--- config.mk ---
export PLATFORM = sky130hd
export DESIGN_NAME = irq_route_regs
export DESIGN_NICKNAME = d
export VERILOG_FILES = /design/src/rtl/irr_pkg.sv /design/src/rtl/irr_decode.sv /design/src/rtl/irr_entry.sv /design/src/rtl/irr_readmux.sv /design/src/rtl/irq_route_regs.sv
export SDC_FILE = /design/constraint.sdc
export NUM_CORES = 2
export LEC_CHECK = 0
export BUFFER_PORTS_ARGS = -buffer_cell sky130_fd_sc_hd__buf_2
export CORE_AREA = 3 3 662 664
export DETAILED_ROUTE_END_ITERATION = 7
export DIE_AREA = 0 0 665 667
export SLEW_MARGIN = 25
export SYNTH_ARGS = -nofsm -noshare
export SYNTH_HDL_FRONTEND = slang
export SYNTH_SLANG_ARGS = --single-unit
--- constraint.sdc ---
create_clock -name clk -period 10.65 [get_ports clk]
set_clock_uncertainty 0.15 [all_clocks]
set_input_delay 0.5325 -clock clk [delete_from_list [all_inputs] [get_ports clk]]
set_output_delay 0.5325 -clock clk [all_outputs]
set_load 0.02 [all_outputs]
--- src/rtl/irr_pkg.sv ---
package irr_pkg;

    // Stored layout of one 64-bit routing entry
    typedef struct packed {
        logic [7:0]  dest;
        logic [38:0] rsvd_hi;
        logic        mask;
        logic        trig;
        logic        rirr;
        logic        pol;
        logic        rsvd12;
        logic        dmode;
        logic [2:0]  dlv;
        logic [7:0]  vec;
    } rte_t;

    // What the current select value addresses through the window
    typedef enum logic [2:0] {
        K_NONE,
        K_ID,
        K_VER,
        K_ARB,
        K_ENT
    } wkind_e;

    localparam int          SEL_W   = 8;
    localparam logic [7:0]  OFS_SEL = 8'h00;
    localparam logic [7:0]  OFS_WIN = 8'h10;
    localparam logic [7:0]  IX_ID   = 8'h00;
    localparam logic [7:0]  IX_VER  = 8'h01;
    localparam logic [7:0]  IX_ARB  = 8'h02;
    localparam logic [7:0]  IX_TBL  = 8'h10;
    localparam int          IDX_W   = 7;
    localparam rte_t        RTE_RST = rte_t'(64'h0000_0000_0001_0000);

endpackage

--- src/rtl/irr_decode.sv ---
module irr_decode
    import irr_pkg::*;
#(
    parameter int NPINS = 24,
    parameter int AW    = 12
) (
    input  logic [AW-1:0]    bus_addr,
    input  logic [SEL_W-1:0] sel_q,
    output logic             is_sel,
    output logic             is_win,
    output wkind_e           kind,
    output logic [IDX_W-1:0] idx,
    output logic             hi,
    output logic             idx_ok
);
    logic [7:0] off;
    logic [7:0] rel;

    always_comb begin
        off    = bus_addr[7:0];
        is_sel = (off == OFS_SEL);
        is_win = (off == OFS_WIN);
        rel    = sel_q - IX_TBL;
        idx    = rel[7:1];
        hi     = sel_q[0];
        if (sel_q >= IX_TBL) begin
            kind = K_ENT;
        end else if (sel_q == IX_ID) begin
            kind = K_ID;
        end else if (sel_q == IX_VER) begin
            kind = K_VER;
        end else if (sel_q == IX_ARB) begin
            kind = K_ARB;
        end else begin
            kind = K_NONE;
        end
        idx_ok = (kind == K_ENT) && (int'(idx) < NPINS);
    end

endmodule

--- src/rtl/irr_entry.sv ---
module irr_entry
    import irr_pkg::*;
(
    input  logic        clk,
    input  logic        rst_n,
    input  logic        wr_lo,
    input  logic        wr_hi,
    input  logic [31:0] wdata,
    input  logic        rirr_set,
    output logic [63:0] ent_o
);
    rte_t ent_d, ent_q;

    always_comb begin
        ent_d = ent_q;
        if (wr_hi) begin
            ent_d[63:32] = wdata;
        end
        if (wr_lo) begin
            ent_d[31:0] = wdata;
            ent_d.rirr  = 1'b0;
        end
        if (rirr_set) begin
            ent_d.rirr = 1'b1;
        end
    end

    always_ff @(posedge clk) begin
        if (!rst_n) begin
            ent_q <= RTE_RST;
        end else begin
            ent_q <= ent_d;
        end
    end

    assign ent_o = ent_q;

endmodule

--- src/rtl/irr_readmux.sv ---
module irr_readmux
    import irr_pkg::*;
#(
    parameter int         NPINS    = 24,
    parameter logic [7:0] VER_CODE = 8'h11
) (
    input  wkind_e             kind,
    input  logic [IDX_W-1:0]   idx,
    input  logic               hi,
    input  logic               idx_ok,
    input  logic [3:0]         id_q,
    input  logic [NPINS*64-1:0] tbl_flat,
    output logic [31:0]        win_val
);
    localparam logic [7:0] PIN_MAX = 8'(NPINS - 1);

    always_comb begin
        win_val = '0;
        unique case (kind)
            K_ID, K_ARB: win_val = {4'h0, id_q, 24'h0};
            K_VER:       win_val = {8'h00, PIN_MAX, 8'h00, VER_CODE};
            K_ENT: begin
                for (int p = 0; p < NPINS; p++) begin
                    if (idx_ok && (int'(idx) == p)) begin
                        win_val = hi ? tbl_flat[p*64+32 +: 32]
                                     : tbl_flat[p*64 +: 32];
                    end
                end
            end
            default:     win_val = '0;
        endcase
    end

endmodule

--- src/rtl/irq_route_regs.sv ---
module irq_route_regs
    import irr_pkg::*;
#(
    parameter int         NPINS    = 24,
    parameter int         AW       = 12,
    parameter logic [7:0] VER_CODE = 8'h11
) (
    input  logic                clk,
    input  logic                rst_n,
    input  logic                bus_wr,
    input  logic                bus_rd,
    input  logic [AW-1:0]       bus_addr,
    input  logic [31:0]         bus_wdata,
    output logic [31:0]         bus_rdata,
    input  logic [NPINS-1:0]    pin_req,
    input  logic [NPINS-1:0]    rirr_set,
    output logic [NPINS*64-1:0] tbl_flat,
    output logic [NPINS-1:0]    tbl_wr,
    output logic [NPINS-1:0]    svc_req
);
    typedef struct packed {
        logic [SEL_W-1:0] sel;
        logic [3:0]       id;
        logic [NPINS-1:0] irr;
        logic [31:0]      rdata;
        logic [NPINS-1:0] wr;
        logic [NPINS-1:0] svc;
    } st_t;

    st_t st_d, st_q;

    logic             is_sel, is_win, hi, idx_ok;
    wkind_e           kind;
    logic [IDX_W-1:0] idx;
    logic [31:0]      win_val;
    logic [NPINS-1:0] wr_lo, wr_hi;

    irr_decode #(.NPINS(NPINS), .AW(AW)) u_dec (
        .bus_addr (bus_addr),
        .sel_q    (st_q.sel),
        .is_sel   (is_sel),
        .is_win   (is_win),
        .kind     (kind),
        .idx      (idx),
        .hi       (hi),
        .idx_ok   (idx_ok)
    );

    always_comb begin
        wr_lo = '0;
        wr_hi = '0;
        for (int p = 0; p < NPINS; p++) begin
            if (bus_wr && is_win && idx_ok && (int'(idx) == p)) begin
                wr_lo[p] = !hi;
                wr_hi[p] = hi;
            end
        end
    end

    for (genvar g = 0; g < NPINS; g++) begin : g_ent
        irr_entry u_ent (
            .clk      (clk),
            .rst_n    (rst_n),
            .wr_lo    (wr_lo[g]),
            .wr_hi    (wr_hi[g]),
            .wdata    (bus_wdata),
            .rirr_set (rirr_set[g]),
            .ent_o    (tbl_flat[g*64 +: 64])
        );
    end

    irr_readmux #(.NPINS(NPINS), .VER_CODE(VER_CODE)) u_rmux (
        .kind     (kind),
        .idx      (idx),
        .hi       (hi),
        .idx_ok   (idx_ok),
        .id_q     (st_q.id),
        .tbl_flat (tbl_flat),
        .win_val  (win_val)
    );

    always_comb begin
        st_d     = st_q;
        st_d.irr = pin_req;
        st_d.wr  = wr_lo | wr_hi;
        st_d.svc = (wr_lo | wr_hi) & st_q.irr;
        if (bus_wr && is_sel) begin
            st_d.sel = bus_wdata[SEL_W-1:0];
        end
        if (bus_wr && is_win && (kind == K_ID)) begin
            st_d.id = bus_wdata[27:24];
        end
        if (bus_rd) begin
            if (is_sel) begin
                st_d.rdata = {{(32-SEL_W){1'b0}}, st_q.sel};
            end else if (is_win) begin
                st_d.rdata = win_val;
            end else begin
                st_d.rdata = '0;
            end
        end
    end

    always_ff @(posedge clk) begin
        if (!rst_n) begin
            st_q <= '0;
        end else begin
            st_q <= st_d;
        end
    end

    assign bus_rdata = st_q.rdata;
    assign tbl_wr    = st_q.wr;
    assign svc_req   = st_q.svc;

endmodule

# --- After elaboration in Yosys (flattened, before gate mapping) ---
# Index checks and enable logic that the tools add are counted.
totals:
  regBits: 1652
  input_bits: 96
  word_cells: 538
classes:
  n_addsub: 1
  n_lt_le_gt_ge: 2
  n_eq_ne: 30
  mux: 151
  n_bitwise: 2
  reduce_logical: 82
ops:
  columns: ["operator", "n"]
  rows:
  - ["$mux 32", 50]
  - ["$mux 15", 24]
  - ["$pmux 32 s3", 1]
  - ["$mux 1", 72]
  - ["$eq 7x5->1 const B", 8]
  - ["$eq 7x6->1 const B", 8]
  - ["$logic_and 1x1->1", 53]
  - ["$reduce_bool 2->1", 24]
  - ["$eq 7x4->1 const B", 4]
  - ["$and 24x24->24", 1]
  - ["$or 24x24->24", 1]
  - ["$logic_not 8->1", 2]
  - ["$eq 7x3->1 const B", 2]
  - ["$mux 3", 3]
  - ["$eq 8x1->1 const B", 1]
  - ["$eq 8x2->1 const B", 1]
  - ["$eq 8x5->1 const B", 1]
  - ["$ge 8x5->1 const B", 1]
  - ["$sub 8x5->8 const B", 1]
  - ["$eq 7x2->1 const B", 1]
  - ["$logic_not 7->1", 1]
  - ["$lt 7x5->1 const B", 1]
  - ["$eq 3x2->1 const B", 2]
  - ["$eq 3x1->1 const B", 1]
  - ["other kinds (4)", 4]

# --- Logic depth before layout (Yosys ltp) ---
logic_depth:
  depth_word: 35
  depth_mapped: 15

# --- Hierarchy ---
# From an unflattened synthesis, not the netlist that was laid out.
hier_totals:
  hier_cells: 7726
  area_unflattened_um2: 80905.1
by_module_without_submodules:
  columns: ["mod", "n_inst", "cells_per_inst", "area_per_inst_um2", "seq_area_each_um2"]
  rows:
  - ["irr_entry", 24, 207, 2476.1, 1281.2]
  - ["irr_readmux", 1, 2192, 16423.3, 0.0]
  - ["irq_route_regs", 1, 534, 4833.4, 2322.2]
  - ["irr_decode", 1, 32, 221.5, 0.0]

# --- Worst setup path after synthesis ---
# OpenSTA, ideal clock, no wires.
synth_timing:
  kind: "reg-to-reg"
  startpoint: "register st_q[112] in the netlist's numbering"
  endpoint: "register g_ent[10].u_ent.ent_q (netlist bit g_ent[10].u_ent.ent_o[14])"
  setup_ns: 0.128
  arrival_time_ns: 3.204
  required_time_ns: 10.372
  path_slack_ns: 7.168
  path_stages_with_launch: 14
  path_buffers: 4
  period_less_slack_ns: 3.482
  path_cell_list: "dfxtp_1 clkbuf_1 inv_1 ha_1 or3b_2 clkbuf_1 nor4_1 a21oi_1 nor2_1 clkbuf_1 nand2_1 clkbuf_1 a21oi_1 nor2_1"
synth_via:
  elab_chain_len: 11
synth_rtl:
  columns: ["element", "line_no", "source"]
  rows:
  - ["from (decl)", "irq_route_regs.sv:30", "st_t st_d, st_q;"]
  - ["from (signal assigned)", "irq_route_regs.sv:108", "st_q <= st_d;"]
  - ["parallel branches: the longest is 8 deep, another holds $sub 8x5->8", null, null]
  - ["$logic_and 1x1->1 (*)", "irq_route_regs.sv:53", "if (bus_wr && is_win && idx_ok && (int'(idx) == p)) begin"]
  - ["$mux 1 (*)", "irq_route_regs.sv:53", null]
  - ["$reduce_bool 2->1 (no source line) (*)", null, null]
  - ["to (signal assigned)", "irr_entry.sv:32", "ent_q <= ent_d;"]
  - ["to (decl)", "irr_entry.sv:12", "rte_t ent_d, ent_q;"]
# Mark *: on every way between the ends.
# A chain may end at the register's enable or synchronous reset.

# --- Worst setup path in the final report ---
layout_timing:
  startpoint: "register st_q[112] in the netlist's numbering"
  endpoint: "register st_q (netlist bit bus_rdata[1])"
layout_via:
  elab_chain_len: 35
layout_rtl:
  columns: ["element", "line_no", "source"]
  rows:
  - ["parallel branches: the longest is 32 deep, another holds $sub 8x5->8", null, null]
  - ["$pmux 32 s3 (*)", "irr_readmux.sv:19", "unique case (kind)"]
  - ["$mux 32 (*)", "irq_route_regs.sv:96", "end else if (is_win) begin"]
  - ["$mux 32 (*)", "irq_route_regs.sv:94", "if (is_sel) begin"]
# Marked as above.

==> flow_metrics.py <==
metrics = {
    "die": {
        "core-area_sq_um": 434000,
        "fp-row-count": 242,
        "initial_core_util_pct": 16.7,
        "die_w_um": 665,
        "ioPinCount": 1712,
        "die-area_sq_um": 444000,
        "die_y_um": 667,
    },
    "routing": {
        "ant_nets": 0,
        "drt-total-wl_um": 669000,
        "wl_per_cell_um": 39.9,
        "via_per_inst": 4.94,
        "drtIter0Drc": 12708,
        "drc": 0,
        "vias": 82808,
        "dr.pass1.iters": 8,
    },
    "yosys": {
        "syn_inst": 9418,
        "synth_edf_count": 0,
        "synth-seq-area-share_pct": 45.6,
        "yosys_warnings": 0,
        "synth_flop_cell": "dfxtp_1",
        "ys_types": 74,
        "async_flop_share_pct": 0,
        "syn-mean-instance-area_sq_um": 7.69,
        "synth.ff_latch_count": 1652,
        "synth_nets": 9516,
        "netlist_area_sq_um": 72500,
    },
    "placed_design": {
        "placed_area_sq_um": 87300,
        "port_buffers": 1707,
        "dpl.hpwl_um": 515000,
        "place_congestion": 0.957,
    },
    "global_routing": {
        "grt_max_degree": 206,
        "grt_pass1_wl_um": 824000,
        "antenna_found_initial": 110,
        "grt-ovfl-total": 0,
        "grtUsageTotal_pct": 28.5,
        "grt_pass1_vias": 71906,
    },
    "final_layout": {
        "fin_area_sq_um": 95700,
        "final_nets": 10854,
        "drive_gt1_share_pct": 24.5,
        "fillers": 48202,
        "area_growth_pct": 32.1,
        "finish.utilization_pct": 22.1,
    },
    "hold_path": {
        "holdPathStages": 3,
        "min_path_type": "in -> reg",
    },
    "sta": {
        "relSlewSlack_pct": 3.64,
        "finalHoldViolCount": 0,
        "rsz0062_at_grt": "false",
        "tns_ns": 0,
        "maxSlewViolCount": 0,
        "worstMarginPinSlew_ns": 1.43,
        "fin_crit_sh_pct": 59.8,
        "max_freq_mhz": 157,
        "finalWorstPathRequiredPeriod_ns": 6.37,
        "setup_viol": 0,
    },
    "clock_tree": {
        "cts.sinks": 1652,
        "cts-root-buf": "clkbuf_16",
        "postCtsSetupRepairBufs": 0,
        "cts_buffer_depth": 4,
        "insertion_delay_ns": 0.97,
        "htreeDepth": 4,
        "cts_made_buffers": 205,
        "clk_pin_slew_ns": 0.06,
        "tritoncts": "built",
    },
    "setup_path": {
        "critPathRequiredTime_ns": 11.24,
        "crit_path_max_fanout": 16,
        "cp-start-kind": "flop",
        "reg2regPathDepth": 11,
        "critPathKind": "reg -> reg",
        "crit_arrival_ns": 6.96,
        "setup.worst_path.end_class": "flop",
    },
    "run": {
        "maxCapViolations": 0,
    },
    "power_and_ir_drop": {
        "leakagePower_nw": 34.9,
        "power.density_nw_per_um2": 149,
        "vdd_ir_drop_max_uv": 138,
    },
    "run_status": {
        "status": "finished, final reports clean",
    },
}
## logic make-up after synthesis
kind of cell	Yosys count	share of synthesized area [%]
AOI/OAI and AO/OA	2337	17.9
adders and majority gates	2	0.0345
buffers and inverters	968	5.64
DFF	1652	45.6
muxes	744	10.7
and+or+nand+nor	3715	20.1
## synthesized netlist by cell type (all sizes together) (39+ instances only)
| cell | count | area (sq um) |
|---|---|---|
| nand2 | 3159 | 11900 |
| a21oi | 1729 | 8660 |
| dfxtp | 1652 | 33100 |
| clkbuf | 734 | 2760 |
| mux2i | 586 | 5870 |
| nor2 | 270 | 1020 |
| buf | 223 | 1290 |
| o21ai | 193 | 970 |
| mux2 | 150 | 1690 |
| nand3 | 83 | 420 |
| a211oi | 63 | 473 |
| o22ai | 50 | 319 |
| a221oi | 39 | 342 |
## state kept, by name (all words and copies together) (netlist names)
| signal | count |
|---|---|
| tbl_wr | 24 |
| bus_rdata | 32 |
| g_ent.u_ent.ent_o | 1536 |
| svc_req | 24 |
| st_q | 36 |
## final timing paths
path	startpoint	slack, ns	to
max	st_q[112]	4.28	bus_rdata[1]
min	bus_wdata[29]	0.05	g_ent[21].u_ent.ent_o[29]
max reg2reg	st_q[112]	4.28	bus_rdata[1]
min reg2reg	st_q[84]	0.28	svc_req[4]
## metrics by stage
step                hold WS, ns  power (mW)  worst slack [ns]  instances
floorplan                 0.256        6.52              7.17       9418
global placement          0.262        6.85              4.53      16189
detailed placement        0.266        6.85              4.42      16195
CTS                     0.00301        14.4              4.43      16650
global route             0.0218        14.6              4.30      16730
finish                   0.0459        14.3              4.28      16770
## worst max-delay path: stages, from the launching register on
cell and delay [ns]:
dfxtp_1 0.31, buf_4 0.26, inv_1 0.14, ha_1 0.64, or3b_2 0.57, nor4_1 0.34, a21o_1 0.59, nand2_1 0.77
o22ai_1 0.86, nor4_2 0.20, o21ai_0 1.15, o21ai_0 0.17
## timing repair
item	in CTS	in global routing
endpoints found under the hold margin	294	0
hold buffers	84	0
resized for setup	0	0
## area by class of cell
type                       count  area (sq um)  area share (%)
tap                         5734          7170            7.50
sequential                  1652         33100            34.6
clock buffer                 289          5930            6.19
antenna                      116           290           0.303
inverter                      11          48.8          0.0510
timing repair buffer        2088         11900            12.5
multi-input combinational   6798         36100            37.7
clock inverter                82          1120            1.17
## power breakdown
| part | internal (mW) | switching [mW] | total (mW) |
|---|---|---|---|
| logic | 0.0753 | 0.482 | 0.557 |
| clock network | 4.28 | 3.27 | 7.55 |
| registers | 6.19 | 0.00898 | 6.20 |
## cells in the final DEF (no fill, tap or decap), types with 74 or more instances in the layout
cell	n
diode_2	116
dlygate4sd3_1	84
buf_2	1674
o21ai_0	181
nand2_1	3142
dfxtp_1	1649
clkbuf_16	206
mux2i_1	553
a21oi_1	1725
mux2_2	150
nor2_1	217
buf_4	311
nand3_1	74
## routing by layer
layer / wire (um) / global-route usage (%)
met5: 228 / 0
met4: 56500 / 19.1
met3: 75100 / 9.58
met2: 280000 / 42.6
met1: 257000 / 34.6
Power figures use the tool's default switching activity.
